**src/rtl/aud_frame_tx_pkg.sv**
```systemverilog
package aud_frame_tx_pkg;

    localparam int WORD_W = 32;
    localparam int LEN_W  = 8;
    localparam int ACT_W  = 7;
    localparam int SLOT_W = 4;
    localparam int SBIT_W = $clog2(WORD_W) + 1;

    // Settings captured once per frame
    typedef struct packed {
        logic [LEN_W-1:0]  frame_len_m1;
        logic [ACT_W-1:0]  fs_act_m1;
        logic              fs_early;
        logic              fs_low;
        logic [2:0]        size_code;
        logic              lsb_first;
        logic [SLOT_W-1:0] slots_m1;
        logic              pad_hiz;
    } frame_cfg_t;

    // Where the current bit clock sits inside the frame
    typedef struct packed {
        logic [LEN_W-1:0]  bit_pos;
        logic [SLOT_W:0]   slot_idx;
        logic [SBIT_W-1:0] slot_bit;
    } frame_pos_t;

    // Values launched onto the pins
    typedef struct packed {
        logic data;
        logic drive;
        logic sync;
    } line_out_t;

    function automatic logic [SBIT_W-1:0] word_bits(input logic [2:0] code);
        case (code)
            3'd0:    word_bits = SBIT_W'(8);
            3'd1:    word_bits = SBIT_W'(10);
            3'd2:    word_bits = SBIT_W'(16);
            3'd3:    word_bits = SBIT_W'(20);
            3'd4:    word_bits = SBIT_W'(24);
            default: word_bits = SBIT_W'(WORD_W);
        endcase
    endfunction

endpackage

```
**src/rtl/aud_frame_ctr.sv**
```systemverilog
module aud_frame_ctr
    import aud_frame_tx_pkg::*;
(
    input  logic              clk,
    input  logic              rst,
    input  logic              en,
    input  frame_cfg_t        cfg_in,
    output logic              run,
    output frame_cfg_t        cfg_q,
    output frame_pos_t        pos,
    output logic [SBIT_W-1:0] width,
    output logic              in_slot,
    output logic              slot_start
);

    logic last_bit;

    assign width      = word_bits(cfg_q.size_code);
    assign last_bit   = run && (pos.bit_pos == cfg_q.frame_len_m1);
    assign in_slot    = run && (pos.slot_idx <= {1'b0, cfg_q.slots_m1});
    assign slot_start = in_slot && (pos.slot_bit == '0);

    always_ff @(posedge clk) begin
        if (rst) begin
            run   <= 1'b0;
            cfg_q <= '0;
            pos   <= '0;
        end else if (!en) begin
            run <= 1'b0;
            pos <= '0;
        end else if (!run || last_bit) begin
            run   <= 1'b1;
            cfg_q <= cfg_in;
            pos   <= '0;
        end else begin
            pos.bit_pos <= pos.bit_pos + 1'b1;
            if (pos.slot_bit == width - 1'b1) begin
                pos.slot_bit <= '0;
                if (in_slot) begin
                    pos.slot_idx <= pos.slot_idx + 1'b1;
                end
            end else begin
                pos.slot_bit <= pos.slot_bit + 1'b1;
            end
        end
    end

    AST_POS_IN_FRAME: assert property (@(posedge clk) disable iff (rst)
        run |-> pos.bit_pos <= cfg_q.frame_len_m1);

    AST_WRAP_TO_ZERO: assert property (@(posedge clk) disable iff (rst)
        (en && last_bit) |=> (run && pos.bit_pos == '0 && pos.slot_idx == '0));

    AST_CFG_FROZEN: assert property (@(posedge clk) disable iff (rst)
        (run && !last_bit) |=> $stable(cfg_q));

    AST_SLOT_BIT_RANGE: assert property (@(posedge clk) disable iff (rst)
        run |-> pos.slot_bit < width);

endmodule

```
**src/rtl/aud_fs_shaper.sv**
```systemverilog
module aud_fs_shaper
    import aud_frame_tx_pkg::*;
(
    input  logic             run,
    input  logic [LEN_W-1:0] bit_pos,
    input  logic [LEN_W-1:0] frame_len_m1,
    input  logic [ACT_W-1:0] fs_act_m1,
    input  logic             fs_early,
    input  logic             fs_low,
    input  logic             idle_low,
    output logic             sync
);

    logic [LEN_W-1:0] look;
    logic             active;

    always_comb begin
        // Early mode looks one position ahead, folding the last bit onto 0
        if (fs_early && (bit_pos == frame_len_m1)) begin
            look = '0;
        end else if (fs_early) begin
            look = bit_pos + 1'b1;
        end else begin
            look = bit_pos;
        end
        active = (look <= LEN_W'(fs_act_m1));
        sync   = run ? (active ^ fs_low) : idle_low;
    end

endmodule

```
**src/rtl/aud_word_shifter.sv**
```systemverilog
module aud_word_shifter
    import aud_frame_tx_pkg::*;
#(
    parameter int DW = WORD_W
) (
    input  logic              clk,
    input  logic              rst,
    input  logic              en,
    input  logic              run,
    input  logic              in_slot,
    input  logic              slot_start,
    input  logic              lsb_first,
    input  logic [SBIT_W-1:0] width,
    input  logic              s_valid,
    input  logic [DW-1:0]     s_data,
    output logic              s_ready,
    output logic              bit_out,
    output logic              underrun
);

    logic [DW-1:0] word;
    logic [DW-1:0] aligned;
    logic [DW-1:0] sh_q;

    assign s_ready = slot_start;
    assign word    = (slot_start && s_valid) ? s_data : '0;
    assign aligned = word << (SBIT_W'(DW) - width);

    always_comb begin
        if (!in_slot) begin
            bit_out = 1'b0;
        end else if (slot_start) begin
            bit_out = lsb_first ? word[0] : aligned[DW-1];
        end else begin
            bit_out = lsb_first ? sh_q[0] : sh_q[DW-1];
        end
    end

    always_ff @(posedge clk) begin
        if (rst) begin
            sh_q <= '0;
        end else if (slot_start) begin
            sh_q <= lsb_first ? (word >> 1) : (aligned << 1);
        end else if (run) begin
            sh_q <= lsb_first ? (sh_q >> 1) : (sh_q << 1);
        end
    end

    always_ff @(posedge clk) begin
        if (rst || !en) begin
            underrun <= 1'b0;
        end else if (slot_start && !s_valid) begin
            underrun <= 1'b1;
        end
    end

    AST_UNDERRUN_SET: assert property (@(posedge clk) disable iff (rst)
        (en && slot_start && !s_valid) |=> underrun);

    AST_UNDERRUN_HOLD: assert property (@(posedge clk) disable iff (rst)
        (en && underrun) |=> underrun);

endmodule

```
**src/rtl/aud_frame_tx.sv**
```systemverilog
module aud_frame_tx
    import aud_frame_tx_pkg::*;
#(
    parameter int DATA_W = WORD_W
) (
    input  logic              clk,
    input  logic              rst,
    input  logic              cfg_en,
    input  logic [LEN_W-1:0]  cfg_frame_len,
    input  logic [ACT_W-1:0]  cfg_fs_width,
    input  logic              cfg_fs_early,
    input  logic              cfg_fs_low,
    input  logic [2:0]        cfg_size,
    input  logic              cfg_lsb_first,
    input  logic [SLOT_W-1:0] cfg_slots,
    input  logic              cfg_pad_hiz,
    input  logic              s_valid,
    input  logic [DATA_W-1:0] s_data,
    output logic              s_ready,
    output logic              sd_o,
    output logic              sd_oe,
    output logic              fs_o,
    output logic              underrun
);

    frame_cfg_t        cfg_live;
    frame_cfg_t        cfg_q;
    frame_pos_t        pos;
    logic              run;
    logic              in_slot;
    logic              slot_start;
    logic [SBIT_W-1:0] width;
    logic              bit_out;
    logic              sync;
    line_out_t         line_nxt;
    line_out_t         line_q;

    assign cfg_live = '{frame_len_m1: cfg_frame_len, fs_act_m1: cfg_fs_width,
                        fs_early: cfg_fs_early, fs_low: cfg_fs_low,
                        size_code: cfg_size, lsb_first: cfg_lsb_first,
                        slots_m1: cfg_slots, pad_hiz: cfg_pad_hiz};

    aud_frame_ctr u_ctr (
        .clk        (clk),
        .rst        (rst),
        .en         (cfg_en),
        .cfg_in     (cfg_live),
        .run        (run),
        .cfg_q      (cfg_q),
        .pos        (pos),
        .width      (width),
        .in_slot    (in_slot),
        .slot_start (slot_start)
    );

    aud_fs_shaper u_fs (
        .run          (run),
        .bit_pos      (pos.bit_pos),
        .frame_len_m1 (cfg_q.frame_len_m1),
        .fs_act_m1    (cfg_q.fs_act_m1),
        .fs_early     (cfg_q.fs_early),
        .fs_low       (cfg_q.fs_low),
        .idle_low     (cfg_fs_low),
        .sync         (sync)
    );

    aud_word_shifter #(.DW(DATA_W)) u_shift (
        .clk        (clk),
        .rst        (rst),
        .en         (cfg_en),
        .run        (run),
        .in_slot    (in_slot),
        .slot_start (slot_start),
        .lsb_first  (cfg_q.lsb_first),
        .width      (width),
        .s_valid    (s_valid),
        .s_data     (s_data),
        .s_ready    (s_ready),
        .bit_out    (bit_out),
        .underrun   (underrun)
    );

    assign line_nxt = '{data:  bit_out,
                        drive: run && (in_slot || !cfg_q.pad_hiz),
                        sync:  sync};

    // Launch on the falling edge so the far end samples on the rising edge
    always_ff @(negedge clk) begin
        if (rst) begin
            line_q <= '{data: 1'b0, drive: 1'b0, sync: cfg_fs_low};
        end else begin
            line_q <= line_nxt;
        end
    end

    assign sd_o  = line_q.data;
    assign sd_oe = line_q.drive;
    assign fs_o  = line_q.sync;

endmodule

```
**config.mk**
```make
export PLATFORM = sky130hd
export DESIGN_NAME = aud_frame_tx
export DESIGN_NICKNAME = d
export VERILOG_FILES = /design/src/rtl/aud_frame_tx_pkg.sv /design/src/rtl/aud_frame_ctr.sv /design/src/rtl/aud_fs_shaper.sv /design/src/rtl/aud_word_shifter.sv /design/src/rtl/aud_frame_tx.sv
export SDC_FILE = /design/constraint.sdc
export NUM_CORES = 1
export LEC_CHECK = 0
export ABC_AREA = 1
export BUFFER_PORTS_ARGS = -buffer_cell sky130_fd_sc_hd__buf_2
export CORE_AREA = 2 2 146 148
export DETAILED_ROUTE_END_ITERATION = 6
export DIE_AREA = 0 0 148 150
export PLACE_DENSITY_LB_ADDON = 0.15
export SLEW_MARGIN = 10
export SYNTH_ARGS = -nofsm -noshare
export SYNTH_HDL_FRONTEND = slang
export SYNTH_HIERARCHICAL = 1
export SYNTH_SLANG_ARGS = --single-unit
```
**constraint.sdc**
```tcl
create_clock -name clk -period 3.6 [get_ports clk]
set_clock_uncertainty 0.2 [all_clocks]
set_input_delay 0 -clock clk [delete_from_list [all_inputs] [get_ports clk]]
set_output_delay 0 -clock clk [all_outputs]
set_load 0.02 [all_outputs]
```
After elaboration in Yosys (flattened, before gate mapping)
Index checks and enable logic that the tools add are counted.
{ "classes": {"div_mod_pow": 0, "muxes": 13, "shift": 1, "n_bitwise": 3, "magnitude_cmp": 2, "n_eq_ne": 6, "multipliers": 0, "add_sub_neg": 5, "n_reduce_logical": 23} }
{ "op_table": {"columns": ["op", "n"], "rows": [
  ["$mux 32", 5],
  ["$shl 32x6->32", 1],
  ["$pmux 6 s5", 1],
  ["$mux 8", 2],
  ["$add 8x1->8 const B", 1],
  ["$eq 8x8->1", 1],
  ["$le 8x7->1", 1],
  ["$logic_and 1x1->1", 7],
  ["$add 6x1->6 const B", 1],
  ["$eq 3x2->1 const B", 2],
  ["$eq 6x6->1", 1],
  ["$logic_not 6->1", 1],
  ["$sub 6x1->6 const B", 1],
  ["$sub 6x6->6 const A", 1],
  ["$add 5x1->5 const B", 1],
  ["$le 5x4->1", 1],
  ["$mux 1", 5],
  ["$logic_not 1->1", 4],
  ["$reduce_and 2->1", 2],
  ["$reduce_or 2->1", 2],
  ["$reduce_or 4->1", 1],
  ["$eq 3x1->1 const B", 1],
  ["$eq 3x3->1 const B", 1],
  ["$logic_not 3->1", 1],
  ["5 further kinds", 8]
]} }
{ "word_totals": {"latchBits": 0, "regBits": 82, "romBits": 0, "mem_count": 0, "ram_bits": 0} }

Depth between registers and ports, before layout
Gate-level depths: netlist (run 1).
{ "logic_depth": {"word_depth": 8, "mapped_depth": 26, "depth_no_buf": 24} }

Cells and area by module
Netlist (run 1), hierarchy kept.
{ "by_module_without_submodules": {"columns": ["module", "area_each_um2", "seq_area_each_um2", "instances", "cells_per_inst"], "rows": [
  ["aud_word_shifter", 4020.1, 660.6, 1, 747],
  ["aud_frame_ctr", 2407.3, 920.9, 1, 325],
  ["aud_fs_shaper", 584.3, 0.0, 1, 110],
  ["aud_frame_tx", 106.4, 60.1, 1, 14]
]} }

==> impl_metrics.yaml, run 1 <==
critical_path:
  end_kind: "flip-flop"
  critPathMaxStageDelay_ns: 0.34
  worstPathRequired_ns: 3.69
  path_max_fanout: 5
  r2r-end: "u_shift/sh_q[20]$_SDFFE_PP0P_"
  worst-setup-path-type: "flip-flop to flip-flop"
  start_kind: "flip-flop"
  worst_r2r_path_depth: 36
  arrival_ns: 4.72
  r2r_setup_slack_ns: -1.03
  r2r_start: "u_ctr/cfg_q[4]$_SDFFE_PP0P_"
  cp_common_cell: "buf_4"
  slowest_stage: "dfxtp_2"
routing:
  num_vias: 8403
  ant_nets: 0
  remaining_drc_errors: 0
  post_drt_wl_per_cell_um: 15.1
  initialDrtViolationCount: 537
  routed_via_density: 4.98
  routed_wirelength_um: 25500
  drtPass1Iterations: 5
global_routing:
  grt_pass1_vias: 8051
  grt_max_degree: 54
  globalRouteMet1Util: 0.291
  globalRouteTotalUtil: 0.229
  grt_use_met3: 0.0409
  grt_use_met2: 0.392
  grt-ovfl-total: 0
  antenna_found_initial: 3
  grt_pass1_wl_um: 40800
  busiest_layer: "met2"
clocking:
  path_clk_slew_ns: 0.08
  cts_sinks: 82
  clock_latency_ns: 0.36
  cts_tree: "yes"
  cts_buffer_depth: 2
  root_buffer: "clkbuf_16"
  htreeDepth: 3
  cts_made_buffers: 9
pwr:
  vdd_drop_max_v: 0.000221
  leakage_nw: 4.59
  powerDensity_nw_per_um2: 343
  report.power.total_mw: 3.35
synth:
  syn_avg_cell_area_um2: 5.95
  dominantRegCellSynth: "dfxtp_1"
  ys_seq_elements: 82
  ys_warn_count: 6
  synth_edf_count: 0
  syn_nets: 1276
  ys_seq_area_frac: 0.231
  syn_inst: 1196
  synthArstFlopShare: 0
  synth_cell_types: 45
  syn_area_um2: 7120
sta:
  fin_setup_tns_ns: -4.38
  layout_min_cycle_time_ns: 4.63
  max_slew_margin: 0.435
  drv_slew: 0
  finalHoldViolations: 0
  whs_ns: 0.0204
  tightest_slew_ns: 0.842
  max_freq_mhz: 216
  layout_setup_ws_ns: -1.03
  finalSetupViolCount: 5
  rsz0062_at_grt: "yes"
  fin_crit_sh: 1.29
die:
  start_util: 0.344
  fp-row-count: 53
  dieArea_um2: 22200
  core-area_um2: 20700
  die_y_um: 150
  ios: 67
  dieWidth_um: 148
worst_hold_path:
  hold_start: "s_data[6]"
  min_to: "u_shift/sh_q[5]$_SDFFE_PP0P_"
  hold_path_depth: 5
  hold_class: "input port to flip-flop"
place:
  place_area_um2: 8500
  numPortBuffers: 66
  dp_slack_ns: -1.13
  hpwl_um: 18500
  globalplace.congestion: 0.918
  place_inst: 1592
layout:
  fin_area_um2: 9780
  drive_gt1_frac: 0.257
  syn_to_final_growth_pct: 37.4
  nets: 1486
  final_cells: 1687
  final_util: 0.473
status:
  violations: "negative setup slack"
  status: "finished, violations left"
job:
  drv_cap: 0
-- cells in the mapped netlist (all sizes together), types with 8 or more instances --
library cell  number  area, um^2
nand4             14        93.8
o2111ai            8        70.1
o21ai             62         310
nand2            343        1330
a21oi             73         380
nand3b            28         210
clkbuf            32         120
nand3            170         861
dfxtp             82        1640
inv              122         458
nor2             123         529
xor2              15         158
ha                18         225
buf               40         254
xnor2             14         123
o211ai            21         158
-- state kept, by name, summed over array words and instances (netlist names) --
signal and count:
u_ctr/cfg_q 26, u_shift/sh_q 32, u_ctr/run 1, fs_o 1
u_shift/underrun 1, sd_o 1, u_ctr/pos 19, sd_oe 1
-- routing by layer --
| layer | wire [um] | share of wire |
|---|---|---|
| met1 | 11500 | 0.45 |
| met2 | 12200 | 0.48 |
| met3 | 1200 | 0.047 |
| met4 | 580 | 0.023 |
| met5 | 27 | 0.0011 |
-- where the power goes --
group	leakage (nW)	switching, mW	internal, mW	total (mW)
clock	0.171	0.456	0.537	0.993
combinational	3.74	0.792	0.538	1.33
sequential	0.679	0.0509	0.980	1.03
total	4.59	1.30	2.06	3.35
-- placed cells by master, fill, tap and decap left out, types with 15 or more instances in the layout --
cell type,instances
a21oi_1,66
buf_2,66
buf_4,150
dfxtp_1,70
dlygate4sd3_1,42
ha_1,15
inv_1,106
inv_2,16
nand2_1,319
nand2_2,20
nand3_1,155
nand3b_1,28
nor2_1,102
o211ai_1,21
o21ai_0,47
-- cell type report --
class	instances	area, um^2
Antenna cell	1	2.50
Clock buffer	10	250
Clock inverter	9	76.3
Fill cell	2206	10900
Inverter	123	469
Multi-Input combinational cell	919	4940
Sequential cell	82	1670
Tap cell	275	344
Timing Repair Buffer	268	2030
-- worst max-delay path by stage --
| stage | slack [ns] | to | cells after the start | startpoint |
|---|---|---|---|---|
| final | -1.03 | u_shift/sh_q[20]$_SDFFE_PP0P_ | 36 | u_ctr/cfg_q[4]$_SDFFE_PP0P_ |
| after global routing | -1.23 | u_shift/sh_q[20]$_SDFFE_PP0P_ | 37 | u_ctr/cfg_q[4]$_SDFFE_PP0P_ |
| after CTS | -0.98 | sd_o$_SDFF_NP0_ | 24 | u_ctr/cfg_q[4]$_SDFFE_PP0P_ |
| after detailed placement | -1.13 | sd_o$_SDFF_NP0_ | 23 | u_ctr/cfg_q[2]$_SDFFE_PP0P_ |
| after global placement | -1.07 | sd_o$_SDFF_NP0_ | 22 | u_ctr/pos[7]$_SDFFE_PP0P_ |
| after floorplan | -0.89 | sd_o$_SDFF_NP0_ | 25 | u_ctr/cfg_q[3]$_SDFFE_PP0P_ |
-- cell families (layout without fill, tap and decap cells) --
| kind of cell | after synthesis | count (layout) | share of synthesized area |
|---|---|---|---|
| compound gates | 177 | 177 | 0.141 |
| xor+xnor | 29 | 29 | 0.0394 |
| fa+ha+maj | 18 | 18 | 0.0316 |
| buf+inv | 196 | 410 | 0.118 |
| flops | 82 | 82 | 0.231 |
| other cells | 1 | 2 | 0.000527 |
| simple gates | 693 | 694 | 0.439 |
-- critical path: cells and delay by family (launching register included) --
family / cells / cell delay [ns]
buffers and inverters: 18 / 2.12
AO/OA/AOI/OAI: 2 / 0.19
AND/OR/NAND/NOR: 15 / 1.45
flip-flops: 1 / 0.34
adder cells (fa/ha/maj): 1 / 0.26
-- repair_timing --
item	CTS	global route
hold endpoints to repair	49	0
resized for setup	33	44
setup buffers	28	6
hold buffers	42	0
setup endpoints to repair	2	7
pin swaps	16	27
gates cloned	1	0
Power figures use the tool's default switching activity.
==> run 2: changes to the inputs <==
SKIP_LAST_GASP = 1   (was default)
==> impl_metrics.yaml, run 2 (synthesis results as in run 1) <==
critical_path:
  worst_r2r_path_depth: 21
  arrival_ns: 3.04
  startpoint: "u_ctr/cfg_q[4]$_SDFFE_PP0P_"
  endpoint: "sd_o$_SDFF_NP0_"
  r2r-end: "sd_o$_SDFF_NP0_"
  path_max_fanout: 5
  r2r_start: "u_ctr/cfg_q[4]$_SDFFE_PP0P_"
  r2r_setup_slack_ns: -1.09
  cp_common_cell: "inv_2"
  worst-setup-path-type: "flip-flop to flip-flop"
  critPathBufInv: 5
  path_cells: "inv_2 -> ha_4 -> nand2_2 -> inv_2 -> nand3_4 -> nand2_4 -> nand3_4 -> nor4_4 -> nand2_4 -> buf_6 -> nor2_4 -> o21ai_2 -> nand2_1 -> o21ai_2 -> o211ai_1 -> nand3_1 -> nand3_2 -> nand2_2 -> inv_2 -> inv_2 -> nor2_2"
  end_kind: "flip-flop"
  worstPathRequired_ns: 1.95
  critPathMaxStageDelay_ns: 0.34
  cp.depth: 21
  start_kind: "flip-flop"
  slowest_stage: "dfxtp_2"
  critPathTopFamily: "simple AND/OR/NAND/NOR gates"
pwr:
  leakage_nw: 4.59
  seq_power_share: 0.307
  p_clk_frac: 0.295
  powerDensity_nw_per_um2: 345
  p_int_mw: 2.06
  comb_power_share: 0.398
  report.power.total_mw: 3.37
  swShare: 0.388
  p_sw_mw: 1.31
  vdd_drop_max_v: 0.000223
layout:
  regMostFlops: "u_shift/sh_q"
  largest_reg_flops: 32
  nets: 1482
  syn_to_final_growth_pct: 37.2
  final_cell_mix: "nand2_1 (318), nand3_1 (153), buf_4 (144)"
  reg.largest.list: "u_shift/sh_q x32, u_ctr/cfg_q x26, u_ctr/pos x19"
  nFillCells: 2213
  final_common_cell: "nand2_1"
  drive_gt1_frac: 0.257
routing:
  initialDrtViolationCount: 543
  ant_nets: 0
  num_vias: 8380
  routed_wirelength_um: 25400
  routed_via_density: 4.98
  remaining_drc_errors: 0
  post_drt_wl_per_cell_um: 15.1
  drtPass1Iterations: 5
die:
  fp-row-count: 53
  start_util: 0.344
  core-area_um2: 20700
  dieArea_um2: 22200
  ios: 67
  dieWidth_um: 148
  die_y_um: 150
global_routing:
  grt_pass1_wl_um: 40800
  grt_pass1_vias: 8054
  grt-ovfl-total: 0
  globalRouteTotalUtil: 0.229
  antenna_found_initial: 3
  grt_max_degree: 54
clocking:
  cts_tree: "yes"
  path_clk_slew_ns: 0.08
  clock_latency_ns: 0.36
  cts_buffer_depth: 2
  cts_sinks: 82
  cts_made_buffers: 9
  root_buffer: "clkbuf_16"
  htreeDepth: 3
sta:
  tightest_slew_ns: 0.842
  rsz0062_at_grt: "yes"
  finalHoldViolations: 0
  whs_ns: 0.0140
  layout_setup_ws_ns: -1.09
  drv_slew: 0
  finalSetupViolCount: 3
  max_slew_margin: 0.435
place:
  hpwl_um: 18500
  globalplace.congestion: 0.918
  dp_slack_ns: -1.13
  numPortBuffers: 66
worst_hold_path:
  hold_class: "input port to flip-flop"
status:
  violations: "negative setup slack"
  status: "finished, violations left"
job:
  drv_cap: 0
run 2: cell count changes in the layout (fill, tap and decap cells not counted), moves of 2 or more:
cell,before,now
buf_4,150,144
buf_6,5,7
nand3_1,155,153
nor2_1,102,100
nor2_2,10,14
nor2_4,11,9
o21ai_0,47,49
o21ai_1,10,8
run 2: power groups by stage:
stage                     registers [mW]  logic [mW]  clock network, mW
after floorplan                     1.04       0.782            0.00693
after global placement              1.05        1.18            0.00693
after detailed placement            1.05        1.17            0.00693
after CTS                           1.03        1.26               1.03
after global routing                1.04        1.48               1.06
final                               1.03        1.34              0.993
run 2: repair_timing:
action / CTS / global route
pin swaps: 15 / 31
buffers inserted: 28 / 12
endpoints found under the setup margin: 2 / 7
hold buffers: 42 / 0
resized for setup: 28 / 52
gates cloned: 1 / 0
endpoints found under the hold margin: 49 / 0
run 2: worst min-delay path by stage:
stage	startpoint	end	slack, ns	cells after the start
4_1_cts	s_data[23]	u_shift/sh_q[22]$_SDFFE_PP0P_	0.01	8
2_1_floorplan	cfg_en	u_shift/underrun$_SDFFE_PP0P_	-0.06	2
5_1_grt	s_data[6]	u_shift/sh_q[5]$_SDFFE_PP0P_	0.02	5
3_5_place_dp	cfg_fs_width[6]	u_ctr/cfg_q[17]$_SDFFE_PP0P_	0.11	4
6_report	s_data[6]	u_shift/sh_q[5]$_SDFFE_PP0P_	0.01	5
3_3_place_gp	cfg_fs_width[3]	u_ctr/cfg_q[14]$_SDFFE_PP0P_	0.1	4
run 2: layout make-up:
| cell class | count | area (um^2) | share of cell area |
|---|---|---|---|
| diodes | 1 | 2.50 | 0.000256 |
| clock buffers | 10 | 250 | 0.0256 |
| clock inverters | 9 | 76.3 | 0.00781 |
| inverters | 123 | 472 | 0.0483 |
| multi-input cells | 919 | 4940 | 0.506 |
| flip-flops and latches | 82 | 1670 | 0.171 |
| well taps | 275 | 344 | 0.0352 |
| repair buffers | 264 | 2010 | 0.206 |
run 2: worst reg2reg max path: cells and delay by family (launching register included):
family / cells / cell delay [ns]
AND/OR/NAND/NOR: 12 / 1.34
buffers and inverters: 5 / 0.38
AO/OA/AOI/OAI: 3 / 0.35
flip-flops: 1 / 0.34
adder cells (fa/ha/maj): 1 / 0.26
run 2: layer usage:
metal  global-route usage  vias up  share of wire
met5                    0        -        0.00090
met4               0.0790        4          0.026
met3               0.0412       46          0.046
met2                0.391      217           0.47
met1                0.291     3796           0.45
li1                     -     4317              -
run 2: through the flow:
step / cells / setup TNS (ns) / util / cell area, um^2
2_1_floorplan: 1196 / -1.39 / - / 7170
3_3_place_gp: 1592 / -1.79 / 0.411 / 8500
3_5_place_dp: 1592 / -1.83 / 0.411 / 8500
4_1_cts: 1681 / -4.20 / 0.462 / 9560
5_1_grt: 1682 / -3.34 / 0.472 / 9760
6_report: 1683 / -2.44 / 0.472 / 9770
